$ cat src/rtl/psc_pkg.sv
package psc_pkg;

  typedef enum logic {
    ARM_UPPER = 1'b0,
    ARM_LOWER = 1'b1
  } arm_e;

  // Phase offset, in units of P/N cycles, for module idx of the given arm.
  function automatic int unsigned phase_mult(input int unsigned idx,
                                             input arm_e arm,
                                             input int unsigned n);
    int unsigned extra;
    extra = ((arm == ARM_LOWER) && ((n % 2) == 0)) ? 1 : 0;
    return 2 * idx + extra;
  endfunction

endpackage

$ cat src/rtl/psc_phase_init.sv
module psc_phase_init
  import psc_pkg::*;
#(
  parameter int unsigned N_SM  = 4,
  parameter int unsigned CNT_W = 8,
  parameter int unsigned IDX   = 0,
  parameter arm_e        ARM   = ARM_UPPER
) (
  input  logic [CNT_W-1:0] p_lim,
  output logic [CNT_W-1:0] start_cnt,
  output logic             start_up
);
  localparam int unsigned MULT  = phase_mult(IDX, ARM, N_SM);
  localparam int unsigned POS_W = CNT_W + $clog2(2 * N_SM) + 1;

  logic [POS_W-1:0] num;
  logic [POS_W-1:0] pos;
  logic [POS_W-1:0] span;

  // Position inside the 2P-cycle period, folded onto the triangle.
  always_comb begin
    num  = POS_W'(p_lim) * POS_W'(MULT);
    pos  = num / POS_W'(N_SM);
    span = POS_W'(p_lim) << 1;
    if (pos < POS_W'(p_lim)) begin
      start_cnt = CNT_W'(pos);
      start_up  = 1'b1;
    end else begin
      start_cnt = CNT_W'(span - pos);
      start_up  = 1'b0;
    end
  end

endmodule

$ cat src/rtl/psc_carrier.sv
module psc_carrier #(
  parameter int unsigned CNT_W = 8
) (
  input  logic             clk,
  input  logic             rst_n,
  input  logic             run,
  input  logic [CNT_W-1:0] p_lim,
  input  logic [CNT_W-1:0] start_cnt,
  input  logic             start_up,
  output logic [CNT_W-1:0] cnt
);
  logic [CNT_W-1:0] cnt_q;
  logic             up_q;

  always_ff @(posedge clk or negedge rst_n) begin
    if (!rst_n) begin
      cnt_q <= '0;
      up_q  <= 1'b1;
    end else if (!run) begin
      cnt_q <= start_cnt;
      up_q  <= start_up;
    end else if (up_q) begin
      if (cnt_q >= p_lim - CNT_W'(1)) begin
        cnt_q <= p_lim;
        up_q  <= 1'b0;
      end else begin
        cnt_q <= cnt_q + CNT_W'(1);
      end
    end else begin
      if (cnt_q <= CNT_W'(1)) begin
        cnt_q <= '0;
        up_q  <= 1'b1;
      end else begin
        cnt_q <= cnt_q - CNT_W'(1);
      end
    end
  end

  assign cnt = cnt_q;

  AST_CAR_RANGE: assert property (@(posedge clk) disable iff (!rst_n)
    run |-> (cnt_q <= p_lim));

  AST_CAR_STEP: assert property (@(posedge clk) disable iff (!rst_n)
    (run && $past(run)) |->
      ((cnt_q == CNT_W'($past(cnt_q) + CNT_W'(1))) ||
       (cnt_q == CNT_W'($past(cnt_q) - CNT_W'(1)))));

endmodule

$ cat src/rtl/psc_cmp.sv
module psc_cmp #(
  parameter int unsigned CNT_W = 8,
  parameter int unsigned REF_W = 10
) (
  input  logic                    clk,
  input  logic                    rst_n,
  input  logic                    run,
  input  logic signed [REF_W-1:0] ref_val,
  input  logic [CNT_W-1:0]        cnt,
  input  logic [CNT_W-1:0]        p_lim,
  output logic                    ins
);
  localparam int unsigned CMP_W = ((REF_W > CNT_W + 2) ? REF_W : CNT_W + 2) + 1;

  logic signed [CMP_W-1:0] car_s;
  logic signed [CMP_W-1:0] ref_s;
  logic                    ins_q;

  always_comb begin
    car_s = $signed(CMP_W'(cnt) << 1) - $signed(CMP_W'(p_lim));
    ref_s = CMP_W'(ref_val);
  end

  always_ff @(posedge clk or negedge rst_n) begin
    if (!rst_n) begin
      ins_q <= 1'b0;
    end else if (!run) begin
      ins_q <= 1'b0;
    end else if (ref_s > car_s) begin
      ins_q <= 1'b1;
    end else if (ref_s < car_s) begin
      ins_q <= 1'b0;
    end
  end

  assign ins = ins_q;

  AST_IDLE_BYPASS: assert property (@(posedge clk) disable iff (!rst_n)
    !run |=> !ins_q);

endmodule

$ cat src/rtl/psc_pwm_leg.sv
module psc_pwm_leg
  import psc_pkg::*;
#(
  parameter int unsigned N_SM  = 4,
  parameter int unsigned CNT_W = 8,
  parameter int unsigned REF_W = 10
) (
  input  logic                          clk,
  input  logic                          rst_n,
  input  logic                          en_i,
  input  logic [CNT_W-1:0]              period_i,
  input  logic                          ref_valid_i,
  output logic                          ref_ready_o,
  input  logic [2*N_SM*REF_W-1:0]       ref_data_i,
  output logic [N_SM-1:0]               ins_up_o,
  output logic [N_SM-1:0]               ins_lo_o,
  output logic                          peak_o
);
  localparam int unsigned SLOT_N = 2 * N_SM;
  localparam int unsigned DATA_W = SLOT_N * REF_W;

  logic              run_q;
  logic [CNT_W-1:0]  p_q;
  logic [DATA_W-1:0] pend_q;
  logic [DATA_W-1:0] act_q;
  logic              pend_full_q;
  logic              acc;
  logic              xfer;
  logic              peak;
  logic [CNT_W-1:0]  cnt_w [SLOT_N];
  logic [SLOT_N-1:0] ins_w;

  // Run flag and half-period latch (latched only while disabled).
  always_ff @(posedge clk or negedge rst_n) begin
    if (!rst_n) begin
      run_q <= 1'b0;
      p_q   <= CNT_W'(2);
    end else begin
      run_q <= en_i;
      if (!en_i) begin
        p_q <= (period_i < CNT_W'(2)) ? CNT_W'(2) : period_i;
      end
    end
  end

  assign peak = run_q && (cnt_w[0] == p_q);
  assign acc  = ref_valid_i && !pend_full_q;
  assign xfer = pend_full_q && (!run_q || peak);

  // Pending / active reference buffers.
  always_ff @(posedge clk or negedge rst_n) begin
    if (!rst_n) begin
      pend_q      <= '0;
      act_q       <= '0;
      pend_full_q <= 1'b0;
    end else begin
      if (acc) begin
        pend_q      <= ref_data_i;
        pend_full_q <= 1'b1;
      end else if (xfer) begin
        act_q       <= pend_q;
        pend_full_q <= 1'b0;
      end
    end
  end

  assign ref_ready_o = !pend_full_q;
  assign peak_o      = peak;

  for (genvar a = 0; a < 2; a++) begin : g_arm
    for (genvar k = 0; k < N_SM; k++) begin : g_mod
      localparam int unsigned S = a * N_SM + k;

      logic [CNT_W-1:0] st_cnt;
      logic             st_up;

      psc_phase_init #(
        .N_SM (N_SM),
        .CNT_W(CNT_W),
        .IDX  (k),
        .ARM  ((a == 0) ? ARM_UPPER : ARM_LOWER)
      ) u_init (
        .p_lim    (p_q),
        .start_cnt(st_cnt),
        .start_up (st_up)
      );

      psc_carrier #(
        .CNT_W(CNT_W)
      ) u_car (
        .clk      (clk),
        .rst_n    (rst_n),
        .run      (run_q),
        .p_lim    (p_q),
        .start_cnt(st_cnt),
        .start_up (st_up),
        .cnt      (cnt_w[S])
      );

      psc_cmp #(
        .CNT_W(CNT_W),
        .REF_W(REF_W)
      ) u_cmp (
        .clk    (clk),
        .rst_n  (rst_n),
        .run    (run_q),
        .ref_val($signed(act_q[S*REF_W +: REF_W])),
        .cnt    (cnt_w[S]),
        .p_lim  (p_q),
        .ins    (ins_w[S])
      );
    end
  end

  assign ins_up_o = ins_w[N_SM-1:0];
  assign ins_lo_o = ins_w[SLOT_N-1:N_SM];

  if ((N_SM % 2) == 1) begin : g_odd
    for (genvar k = 0; k < N_SM; k++) begin : g_chk
      AST_ARM_MATCH: assert property (@(posedge clk) disable iff (!rst_n)
        run_q |-> (cnt_w[k] == cnt_w[N_SM + k]));
    end
  end

  AST_PEAK_SINGLE: assert property (@(posedge clk) disable iff (!rst_n)
    peak_o |=> !peak_o);

  AST_READY_DROP: assert property (@(posedge clk) disable iff (!rst_n)
    (ref_valid_i && ref_ready_o) |=> !ref_ready_o);

  AST_IDLE_NO_PEAK: assert property (@(posedge clk) disable iff (!rst_n)
    (!en_i && !$past(en_i)) |-> !peak_o);

endmodule

$ cat config.mk
export PLATFORM = sky130hd
export DESIGN_NAME = psc_pwm_leg
export DESIGN_NICKNAME = d
export VERILOG_FILES = /design/src/rtl/psc_pkg.sv /design/src/rtl/psc_phase_init.sv /design/src/rtl/psc_carrier.sv /design/src/rtl/psc_cmp.sv /design/src/rtl/psc_pwm_leg.sv
export SDC_FILE = /design/constraint.sdc
export NUM_CORES = 1
export LEC_CHECK = 0
export ABC_AREA = 1
export BUFFER_PORTS_ARGS = -buffer_cell sky130_fd_sc_hd__buf_2
export CELL_PAD_IN_SITES_DETAIL_PLACEMENT = 1
export CELL_PAD_IN_SITES_GLOBAL_PLACEMENT = 2
export CORE_MARGIN = 2
export CORE_UTILIZATION = 40
export DETAILED_ROUTE_END_ITERATION = 12
export HOLD_SLACK_MARGIN = 0.02
export PLACE_DENSITY = 0.85
export SLEW_MARGIN = 20
export SYNTH_ARGS = -nofsm -noshare
export SYNTH_HDL_FRONTEND = slang
export SYNTH_HIERARCHICAL = 1
export SYNTH_SLANG_ARGS = --single-unit
export TNS_END_PERCENT = 20
$ cat constraint.sdc
create_clock -name clk -period 15.75 [get_ports clk]
set_input_delay 1.575 -clock clk [delete_from_list [all_inputs] [get_ports clk]]
set_output_delay 1.575 -clock clk [all_outputs]
set_load 0.03 [all_outputs]
==> flow_metrics.py, run 1 <==
metrics = {
    "critical_path": {
        "cp-start-kind": "register",
        "criticalPathCategory": "register to register",
        "end_kind": "register",
        "required_ns": 16.20,
        "crit_fanout": 44,
        "cp_common_cell": "nand2_1",
        "r2r_slack_ns": 11.21,
        "critical_path.cell_chain": "buf_4 -> ha_1 -> ha_1 -> fa_1 -> xor2_1 -> ha_1 -> nand2_1 -> inv_1 -> a21oi_1 -> nand2_1 -> nand2_1 -> nand2_1 -> nand2_2 -> nand2_4 -> nand2_1 -> nand2_1 -> or2_2 -> nand2_1 -> inv_1",
        "max_stage_delay_ns": 1.06,
        "cp.arrival_ns": 4.99,
        "slowest_stage": "dfstp_4",
    },
    "synth": {
        "synth_seq_cells": 250,
        "syn_area_per_cell_um2": 7.11,
        "async_reset_ff_share_pct": 100,
        "syn_inst": 3901,
        "synth_cell_types": 60,
        "synth-edff-count": 0,
        "ys_warn_count": 6,
        "synthFlopType": "dfrtp_1",
        "yosysSeqAreaShare_pct": 22.6,
        "synth_area_mm2": 0.0277,
    },
    "clock_network": {
        "numCtsBuffers": 37,
        "clkLatencyLatePin_ns": 0.58,
        "max-clock-path-buffers": 3,
        "postCtsResizedCells": 0,
        "clock-root-buffer": "clkbuf_16",
        "path_clk_slew_ns": 0.06,
        "cts_tree": "yes",
        "cts-htree-levels": 2,
        "ctsHoldBuffers": 0,
        "cts_setup_buffers": 0,
        "cts_sinks": 250,
    },
    "routing": {
        "dr.pass1.iters": 4,
        "drt_iter0_drc": 886,
        "viasPerCell": 5.01,
        "drc_errors": 0,
        "wirelength_mm": 78.8,
        "detail_route.wl_per_cell_um": 15.9,
        "num_vias": 24777,
        "route.antenna.remaining_nets": 0,
    },
    "place": {
        "dp_hpwl_mm": 57.7,
        "port_buffers": 101,
        "gp_congestion": 0.788,
        "pre_cts_ws_ns": 11.21,
    },
    "sta": {
        "maxSlewHeadroom_pct": 41.4,
        "slew_viol_final": 0,
        "tns_ns": 0,
        "period_minus_slack_ns": 4.54,
        "finalSetupViolations": 0,
        "tightest_slew_ns": 0.878,
        "fin_skew_ns": 0.0406,
        "worst_slack_ns": 11.21,
        "rsz0062_at_grt": "no",
        "fmaxAchievable_mhz": 220,
        "period_share_pct": 28.8,
        "final-hold-violation-count": 0,
    },
    "global_routing": {
        "grt_usage_pct": 22.4,
        "grt_max_degree": 91,
        "grt_pass1_vias": 25595,
        "antenna_found_initial": 1,
        "grt_pass1_wl_mm": 131,
        "grt_overflow": 0,
    },
    "die": {
        "io_pins": 102,
        "initial_utilization_pct": 40.4,
        "die_y_um": 267,
        "die_x_um": 267,
        "core_mm2": 0.0686,
        "fp-row-count": 96,
        "die_area_mm2": 0.0714,
    },
    "final_layout": {
        "drive_above_1_share_pct": 13.9,
        "ff_latch_area_mm2": 0.00630,
        "multi_input_area_mm2": 0.0185,
        "final_common_cell": "nand2_1",
        "fin_nets": 4443,
        "fill_cells": 8845,
        "final_cell_mix": "nand2_1, inv_1, nand3_1",
        "area_delta_synth_final_pct": 9.36,
        "antenna_cells": 0,
    },
    "worst_hold_path": {
        "hold_class": "register to register",
    },
    "run_status": {
        "status": "finished clean",
    },
    "pwr": {
        "p_leak_uw": 0.0165,
        "max-vdd-ir-drop_uv": 92.5,
        "power_density_mw_per_mm2": 171,
    },
    "run": {
        "cap_violations": 0,
    },
}
where the power goes:
group	total (uW)	internal, uW	switching [uW]
Combinational	3070	1220	1850
Sequential	1230	852	375
Clock	883	530	353
final timing paths:
path / from / to / depth (start not counted)
max: p_q[1] / g_arm[1].g_mod[2].u_car/cnt[6] / 19
min: act_q[10] / act_q[10] / 2
max reg2reg: p_q[1] / g_arm[1].g_mod[2].u_car/cnt[6] / 19
min reg2reg: act_q[10] / act_q[10] / 2
max in group asynchronous: rst_n / g_arm[1].g_mod[0].u_car/cnt[4] / 3
min in group asynchronous: rst_n / pend_q[8] / 1
worst max-delay path, delay by kind of cell (launching register included):
kind | cells | cell delay (ns)
compound gates | 1 | 0.13
xor+xnor | 1 | 0.28
fa+ha+maj | 4 | 1.26
buf+inv | 3 | 0.58
flops | 1 | 1.06
simple gates | 10 | 1.06
state kept, by name, summed over array words and instances (netlist names):
name	cells
run_q	1
pend_q	80
p_q	8
pend_full_q	1
g_arm.g_mod.u_car/up_q	8
g_arm.g_mod.u_cmp/ins	8
g_arm.g_mod.u_car/cnt	64
act_q	80
synthesized netlist by cell type (24+ instances only):
cell,instances,area [um^2]
dfrtp_1,241,6030
nand2_2,51,319
buf_2,28,140
inv_1,603,2260
nand2_1,1047,3930
nand4_1,100,626
a21oi_1,119,596
or2_2,65,407
o21ai_0,60,300
nor2_4,28,315
nand3_2,26,260
nor2_2,24,150
mux2_2,71,800
xnor2_1,62,543
nor3_1,28,140
nor2_1,224,841
o21ai_1,25,125
nand3_1,355,1780
xor2_1,136,1190
ha_1,346,4330
cell type report:
type                            instances  share of cell area (%)
Multi-Input combinational cell       2941                    61.1
Sequential cell                       250                    20.8
Inverter                              630                    7.81
Tap cell                              931                    3.84
Clock buffer                           45                    3.35
Timing Repair Buffer                  122                    2.22
Clock inverter                         22                   0.875
layer usage:
metal  track usage, %  vias to the layer above  wire length (um)
li1                 -                    12646                 -
met1             29.7                    11867             38000
met2             39.5                      185             37800
met3             1.90                       79              1500
met4             4.92                        0              1470
met5                0                        -                 0
cell families (layout without fill, tap and decap cells):
logic type	count (synthesis)	after routing	share of synthesized area [%]
simple gates	1989	1989	33.2
buf+inv	717	819	10.7
fa+ha+maj	369	369	17.3
compound gates	293	293	6.57
flops	250	250	22.6
xor+xnor	199	199	6.31
mux	82	82	3.33
other cells	2	9	0.0271
stage by stage:
step / power [uW] / instances / utilization [%] / area (um^2) / hold WS, ns
2_1_floorplan: 3590 / 3908 / - / 27700 / 0.442
3_3_place_gp: 4260 / 4874 / 42.3 / 29000 / 0.453
3_5_place_dp: 4330 / 4874 / 42.3 / 29000 / 0.463
4_1_cts: 5260 / 4941 / 44.2 / 30300 / 0.477
5_1_grt: 5780 / 4941 / 44.2 / 30300 / 0.499
6_report: 5180 / 4941 / 44.2 / 30300 / 0.474
(Power assumes the default switching activity.)
==> inputs of run 2 (changes only) <==
CORE_UTILIZATION = 34   (was 40)
PLACE_DENSITY = 0.77   (was 0.85)
clock period = 3.82 ns   (was 15.75 ns; I/O delays follow)
==> flow_metrics.py, run 2 (synthesis results as in run 1) <==
metrics = {
    "final_layout": {
        "final_common_cell": "nand2_1",
        "antenna_cells": 0,
        "drive_above_1_share_pct": 15.0,
        "area_delta_synth_final_pct": 13.4,
        "fill_cells": 10201,
        "fin_nets": 4523,
        "fin_util_pct": 38.9,
        "final_cell_mix": "nand2_1, inv_1, nand3_1",
    },
    "critical_path": {
        "cp.arrival_ns": 4.11,
        "required_ns": 4.27,
        "startpoint": "p_q[1]",
        "cp_common_cell": "nand2_1",
        "r2r_end": "g_arm[1].g_mod[3].u_car/cnt[7]",
        "end_kind": "register",
        "crit_fanout": 4,
        "r2r_slack_ns": 0.16,
        "cp-start-kind": "register",
        "max_stage_delay_ns": 0.65,
        "slowest_stage": "dfstp_4",
        "critPathTopFamily": "adder cells",
        "r2r_cells": 20,
        "criticalPathCategory": "register to register",
        "r2r-start": "p_q[1]",
        "critical_path.cell_chain": "fa_1 -> ha_4 -> fa_2 -> buf_4 -> xor2_2 -> inv_1 -> ha_1 -> a21oi_2 -> o21ai_0 -> nor2_1 -> nor2_1 -> nand3_1 -> nand2_1 -> nand2_1 -> nand2_1 -> nand2_1 -> nand2_1 -> or2_4 -> nand2_1 -> inv_1",
        "worst-path-buf-inv": 3,
    },
    "place": {
        "gp_congestion": 0.829,
        "dp_hpwl_mm": 62.3,
        "port_buffers": 101,
        "pre_cts_ws_ns": 0.116,
    },
    "pwr": {
        "total_power_uw": 21800,
        "sw_frac_of_total_pct": 49.4,
        "max-vdd-ir-drop_uv": 335,
        "p_seq_share_pct": 22.9,
        "p_sw_uw": 10800,
        "p_leak_uw": 0.0170,
        "p_clk_share_pct": 16.8,
        "power_density_mw_per_mm2": 695,
        "p_comb_share_pct": 60.4,
        "p_int_uw": 11000,
    },
    "sta": {
        "rsz0062_at_grt": "yes",
        "period_minus_slack_ns": 3.66,
        "worst_slack_ns": 0.158,
        "tightest_slew_ns": 0.818,
        "fin_skew_ns": 0.0377,
        "finalSetupViolations": 0,
        "final-hold-violation-count": 0,
        "hold_slack_ns": 0.0513,
        "period_share_pct": 95.9,
        "tns_ns": 0,
        "maxSlewHeadroom_pct": 45.4,
        "fmaxAchievable_mhz": 273,
        "slew_viol_final": 0,
    },
    "die": {
        "core_mm2": 0.0807,
        "die_x_um": 290,
        "initial_utilization_pct": 34.4,
        "die_y_um": 290,
        "fp-row-count": 104,
        "die_area_mm2": 0.0838,
        "io_pins": 102,
    },
    "global_routing": {
        "grt_usage_pct": 20.4,
        "grt_overflow": 0,
        "antenna_found_initial": 0,
        "grt_max_degree": 100,
        "grt_pass1_wl_mm": 139,
        "grt_pass1_vias": 26289,
    },
    "clock_network": {
        "cts_tree": "yes",
        "cts_sinks": 250,
        "numCtsBuffers": 37,
        "cts-htree-levels": 2,
        "max-clock-path-buffers": 3,
        "clkLatencyLatePin_ns": 0.58,
        "clock-root-buffer": "clkbuf_16",
        "path_clk_slew_ns": 0.05,
    },
    "routing": {
        "route.antenna.remaining_nets": 0,
        "wirelength_mm": 83.8,
        "num_vias": 25019,
        "drt_iter0_drc": 906,
        "dr.pass1.iters": 5,
        "drc_errors": 0,
        "viasPerCell": 4.86,
        "detail_route.wl_per_cell_um": 16.3,
    },
    "worst_hold_path": {
        "hold_class": "input port to register",
        "hold_path_end": "pend_q[37]",
        "hp-start": "ref_data_i[37]",
        "holdPathStages": 2,
    },
    "run_status": {
        "status": "finished clean",
    },
    "run": {
        "cap_violations": 0,
    },
}
-- run 2: changes by cell type in the layout (fill, tap and decap cells not counted), sizes merged --
cell,delta
clkinvlp,-1
nand2,+1
bufinv,+1
dlygate4sd3,+42
buf,+37
inv,-1
clkinv,-8
clkbuf,+5
-- run 2: power groups by stage --
stage / Clock, uW / Sequential, uW / Combinational [uW]
floorplan: 0 / 4390 / 10500
global placement: 0 / 5060 / 12900
detailed placement: 0 / 5060 / 13100
CTS: 3800 / 5030 / 13300
global route: 3880 / 5170 / 15400
finish: 3660 / 4990 / 13200
-- run 2: stage by stage --
stage / std cells / area [um^2]
after floorplan: 3908 / 27800
after CTS: 5142 / 31300
after global placement: 5037 / 29600
final: 5146 / 31400
after detailed placement: 5037 / 29600
after global routing: 5146 / 31400
-- run 2: worst max path at each step --
stage,slack [ns],endpoint,depth (start not counted)
after floorplan,-0.05,g_arm[1].g_mod[3].u_car/cnt[5],18
after global placement,0.19,g_arm[1].g_mod[2].u_car/cnt[6],19
after detailed placement,0.12,g_arm[1].g_mod[2].u_car/cnt[6],19
after CTS,0.13,g_arm[1].g_mod[2].u_car/cnt[6],19
after global routing,-0.09,g_arm[1].g_mod[3].u_car/cnt[4],18
final,0.16,g_arm[1].g_mod[3].u_car/cnt[7],20
-- run 2: timing repair --
item | 4_1_cts | 5_1_grt
gates resized for setup | 0 | 24
endpoints found under the hold margin | 133 | 0
endpoints found under the setup margin | 0 | 24
hold buffers | 42 | 0
buffers inserted | 0 | 3
-- run 2: cell type report --
class                   instances  area [um^2]  area share, %
repair buffers                201         1460           4.65
clock inverters                13          219          0.697
flip-flops and latches        250         6300           20.1
inverters                     630         2370           7.55
clock buffers                  50         1060           3.36
multi-input cells            2942        18700           59.5
well taps                    1060         1330           4.22
-- run 2: routing by layer --
metal / up-vias / global-route usage (%) / share of wire (%)
li1: 12792 / - / -
met1: 11966 / 26.1 / 47
met2: 185 / 36.8 / 49
met4: 0 / 4.28 / 1.8
met3: 76 / 2.21 / 2.2
met5: - / 0 / 0
==> inputs of run 3 (changes only) <==
ABC_AREA = 0   (was 1)
CORE_UTILIZATION = 37   (was 34)
==> flow_metrics.py, run 3 <==
metrics = {
    "synth": {
        "synth_area_mm2": 0.0265,
        "synthXorXnorAreaFrac_pct": 6.94,
        "muxShareOfSynthArea_pct": 5.32,
        "syn_inst": 3014,
        "yosysTopAreaCell": "dfrtp_1",
        "synth_adder_area_share_pct": 18.1,
        "synthSimpleGateAreaFrac_pct": 17.0,
        "syn_area_per_cell_um2": 8.78,
        "synth_seq_cells": 250,
        "yosysSeqAreaShare_pct": 23.7,
        "synth_top_area_share_pct": 22.8,
        "synth.area.top_cells": "dfrtp_1, ha_1, inv_1",
        "synthFlopType": "dfrtp_1",
        "synth_top_family_by_area": "compound AO/OA/AOI/OAI gates",
        "ys_warn_count": 6,
        "async_reset_ff_share_pct": 100,
        "yosysMostFrequentCell": "ha_1",
        "synth_top_cells_by_count": "ha_1, inv_1, dfrtp_1",
        "synth-edff-count": 0,
        "synth_cell_types": 104,
        "synth_compound_area_share_pct": 22.3,
    },
    "critical_path": {
        "endpoint": "g_arm[1].g_mod[3].u_car/cnt[6]",
        "startpoint": "p_q[1]",
        "cp_common_cell": "inv_1",
        "max_stage_delay_ns": 0.64,
        "crit_fanout": 3,
        "critical_path.cell_chain": "fa_1 -> ha_2 -> fa_2 -> a21oi_4 -> buf_4 -> inv_1 -> a21oi_1 -> xnor2_1 -> inv_1 -> ha_4 -> o2111ai_4 -> o31ai_4 -> nor2_4 -> or4_1 -> o211ai_1 -> o21ai_1 -> o22ai_1",
        "r2r_cells": 17,
        "cp-start-kind": "register",
        "r2r_end": "g_arm[1].g_mod[3].u_car/cnt[6]",
        "required_ns": 4.29,
        "r2r_slack_ns": -0.38,
        "slowest_stage": "dfstp_4",
        "end_kind": "register",
        "cp.arrival_ns": 4.66,
        "r2r-start": "p_q[1]",
        "criticalPathCategory": "register to register",
    },
    "place": {
        "gp_congestion": 0.825,
        "placed_area_mm2": 0.0289,
        "placed_cells_incl_taps": 4088,
        "port_buffers": 101,
        "pre_cts_ws_ns": -0.449,
        "dp_hpwl_mm": 57.9,
    },
    "routing": {
        "wirelength_mm": 84.3,
        "detail_route.wl_per_cell_um": 20.2,
        "num_vias": 24156,
        "viasPerCell": 5.81,
        "drt_iter0_drc": 1265,
        "dr.pass1.iters": 5,
        "drc_errors": 0,
        "route.antenna.remaining_nets": 0,
    },
    "final_layout": {
        "final_common_cell": "ha_1",
        "final_cells": 4161,
        "fill_cells": 8365,
        "final_cell_mix": "ha_1, inv_1, dfrtp_1",
        "ff_latch_area_mm2": 0.00630,
        "drive_above_1_share_pct": 18.7,
        "fin_util_pct": 42.7,
        "area_delta_synth_final_pct": 14.9,
        "antenna_cells": 0,
        "multi_input_area_mm2": 0.0188,
        "fin_nets": 3648,
        "design_area_mm2": 0.0304,
    },
    "global_routing": {
        "grt_pass1_wl_mm": 140,
        "grt_overflow": 0,
        "grt_max_degree": 130,
        "antenna_found_initial": 1,
        "grt_pass1_vias": 26783,
        "grt_usage_pct": 22.8,
    },
    "run_status": {
        "status": "finished, violations left",
        "violations": "negative setup slack",
    },
    "clock_network": {
        "cts-htree-levels": 2,
        "clock-root-buffer": "clkbuf_16",
        "path_clk_slew_ns": 0.06,
        "cts_sinks": 250,
        "numCtsBuffers": 36,
        "max-clock-path-buffers": 3,
        "clkLatencyLatePin_ns": 0.56,
        "cts_tree": "yes",
    },
    "die": {
        "die_y_um": 271,
        "core_mm2": 0.0711,
        "io_pins": 102,
        "initial_utilization_pct": 37.2,
        "die_x_um": 271,
        "fp-row-count": 98,
        "die_area_mm2": 0.0737,
    },
    "pwr": {
        "total_power_uw": 22300,
        "p_leak_uw": 0.0134,
        "power_density_mw_per_mm2": 735,
        "max-vdd-ir-drop_uv": 396,
    },
    "sta": {
        "fmaxAchievable_mhz": 238,
        "slew_viol_final": 0,
        "period_minus_slack_ns": 4.20,
        "rsz0062_at_grt": "yes",
        "tightest_slew_ns": 0.981,
        "period_share_pct": 110,
        "maxSlewHeadroom_pct": 34.6,
        "fin_skew_ns": 0.0274,
        "final-hold-violation-count": 0,
        "worst_slack_ns": -0.377,
        "finalSetupViolations": 13,
    },
    "worst_hold_path": {
        "hold_class": "input port to register",
    },
    "run": {
        "cap_violations": 0,
    },
}
-- run 3: cell types whose count changed in the layout (fill, tap and decap cells not counted), moves of 40 or more --
cell           delta
buf_4            +97
or2_2            -57
o211ai_1         +85
nand2_1         -891
nand3_1         -216
a22oi_1          +80
nand2_2          -51
inv_1           -339
o21a_1           +40
nor2_1           -43
dlygate4sd3_1    -41
-- run 3: what timing repair did --
| action | 4_1_cts | 5_1_grt |
|---|---|---|
| pin swaps | 14 | 11 |
| resized for setup | 35 | 24 |
| hold buffers | 1 | 0 |
| setup buffers | 5 | 5 |
| endpoints found under the setup margin | 33 | 38 |
| endpoints found under the hold margin | 74 | 0 |
-- run 3: metal layers --
layer | vias up | GRT usage, % | wire length (um)
met5 | - | 0 | 0
met4 | 0 | 5.49 | 1530
met3 | 105 | 2.48 | 2490
met2 | 382 | 40.9 | 41900
met1 | 12224 | 29.0 | 38300
li1 | 11445 | - | -
-- run 3: critical path, delay by kind of cell (launching register included) --
family / cells / cell delay (ns)
simple gates: 2 / 0.59
xor+xnor: 1 / 0.17
compound gates: 7 / 1.14
fa+ha+maj: 4 / 1.28
flops: 1 / 0.64
buf+inv: 3 / 0.27
-- run 3: worst min path at each step --
| stage | to | slack (ns) | startpoint | cells after the start |
|---|---|---|---|---|
| after floorplan | act_q[0] | 0.09 | rst_n | 0 |
| after global placement | act_q[73] | 0.52 | pend_q[73] | 2 |
| after detailed placement | pend_q[66] | 0.53 | pend_q[66] | 1 |
| after CTS | pend_q[64] | 0.02 | ref_data_i[64] | 2 |
| after global routing | pend_q[76] | 0.05 | ref_data_i[76] | 2 |
| final | pend_q[6] | 0.05 | ref_data_i[6] | 2 |
-- run 3: where the power goes --
| group | total [uW] | leakage, uW | switching, uW | internal, uW |
|---|---|---|---|---|
| clock network | 3370 | 0.000546 | 1360 | 2010 |
| registers | 5110 | 0.00288 | 1560 | 3560 |
| logic | 13900 | 0.00997 | 7390 | 6460 |
-- run 3: cell families after synthesis --
group | count (synthesis)
other | 2
flip-flops | 250
AND/OR/NAND/NOR | 843
AO/OA/AOI/OAI | 806
adder cells (fa/ha/maj) | 370
buffers and inverters | 407
multiplexers | 128
XOR/XNOR | 208
-- run 3: final cells by class --
type	count	share of cell area, %
clock buffers	49	3.36
clock inverters	13	0.461
inverters	264	3.26
multi-input cells	2364	61.8
flip-flops and latches	250	20.7
well taps	950	3.91
repair buffers	271	6.50
-- run 3: per-stage QoR --
stage | TNS [ns] | hold slack, ns
floorplan | -7.09 | 0.0864
global placement | -2.47 | 0.519
detailed placement | -5.22 | 0.527
CTS | -2.74 | 0.0244
global route | -9.87 | 0.0499
finish | -2.58 | 0.0549
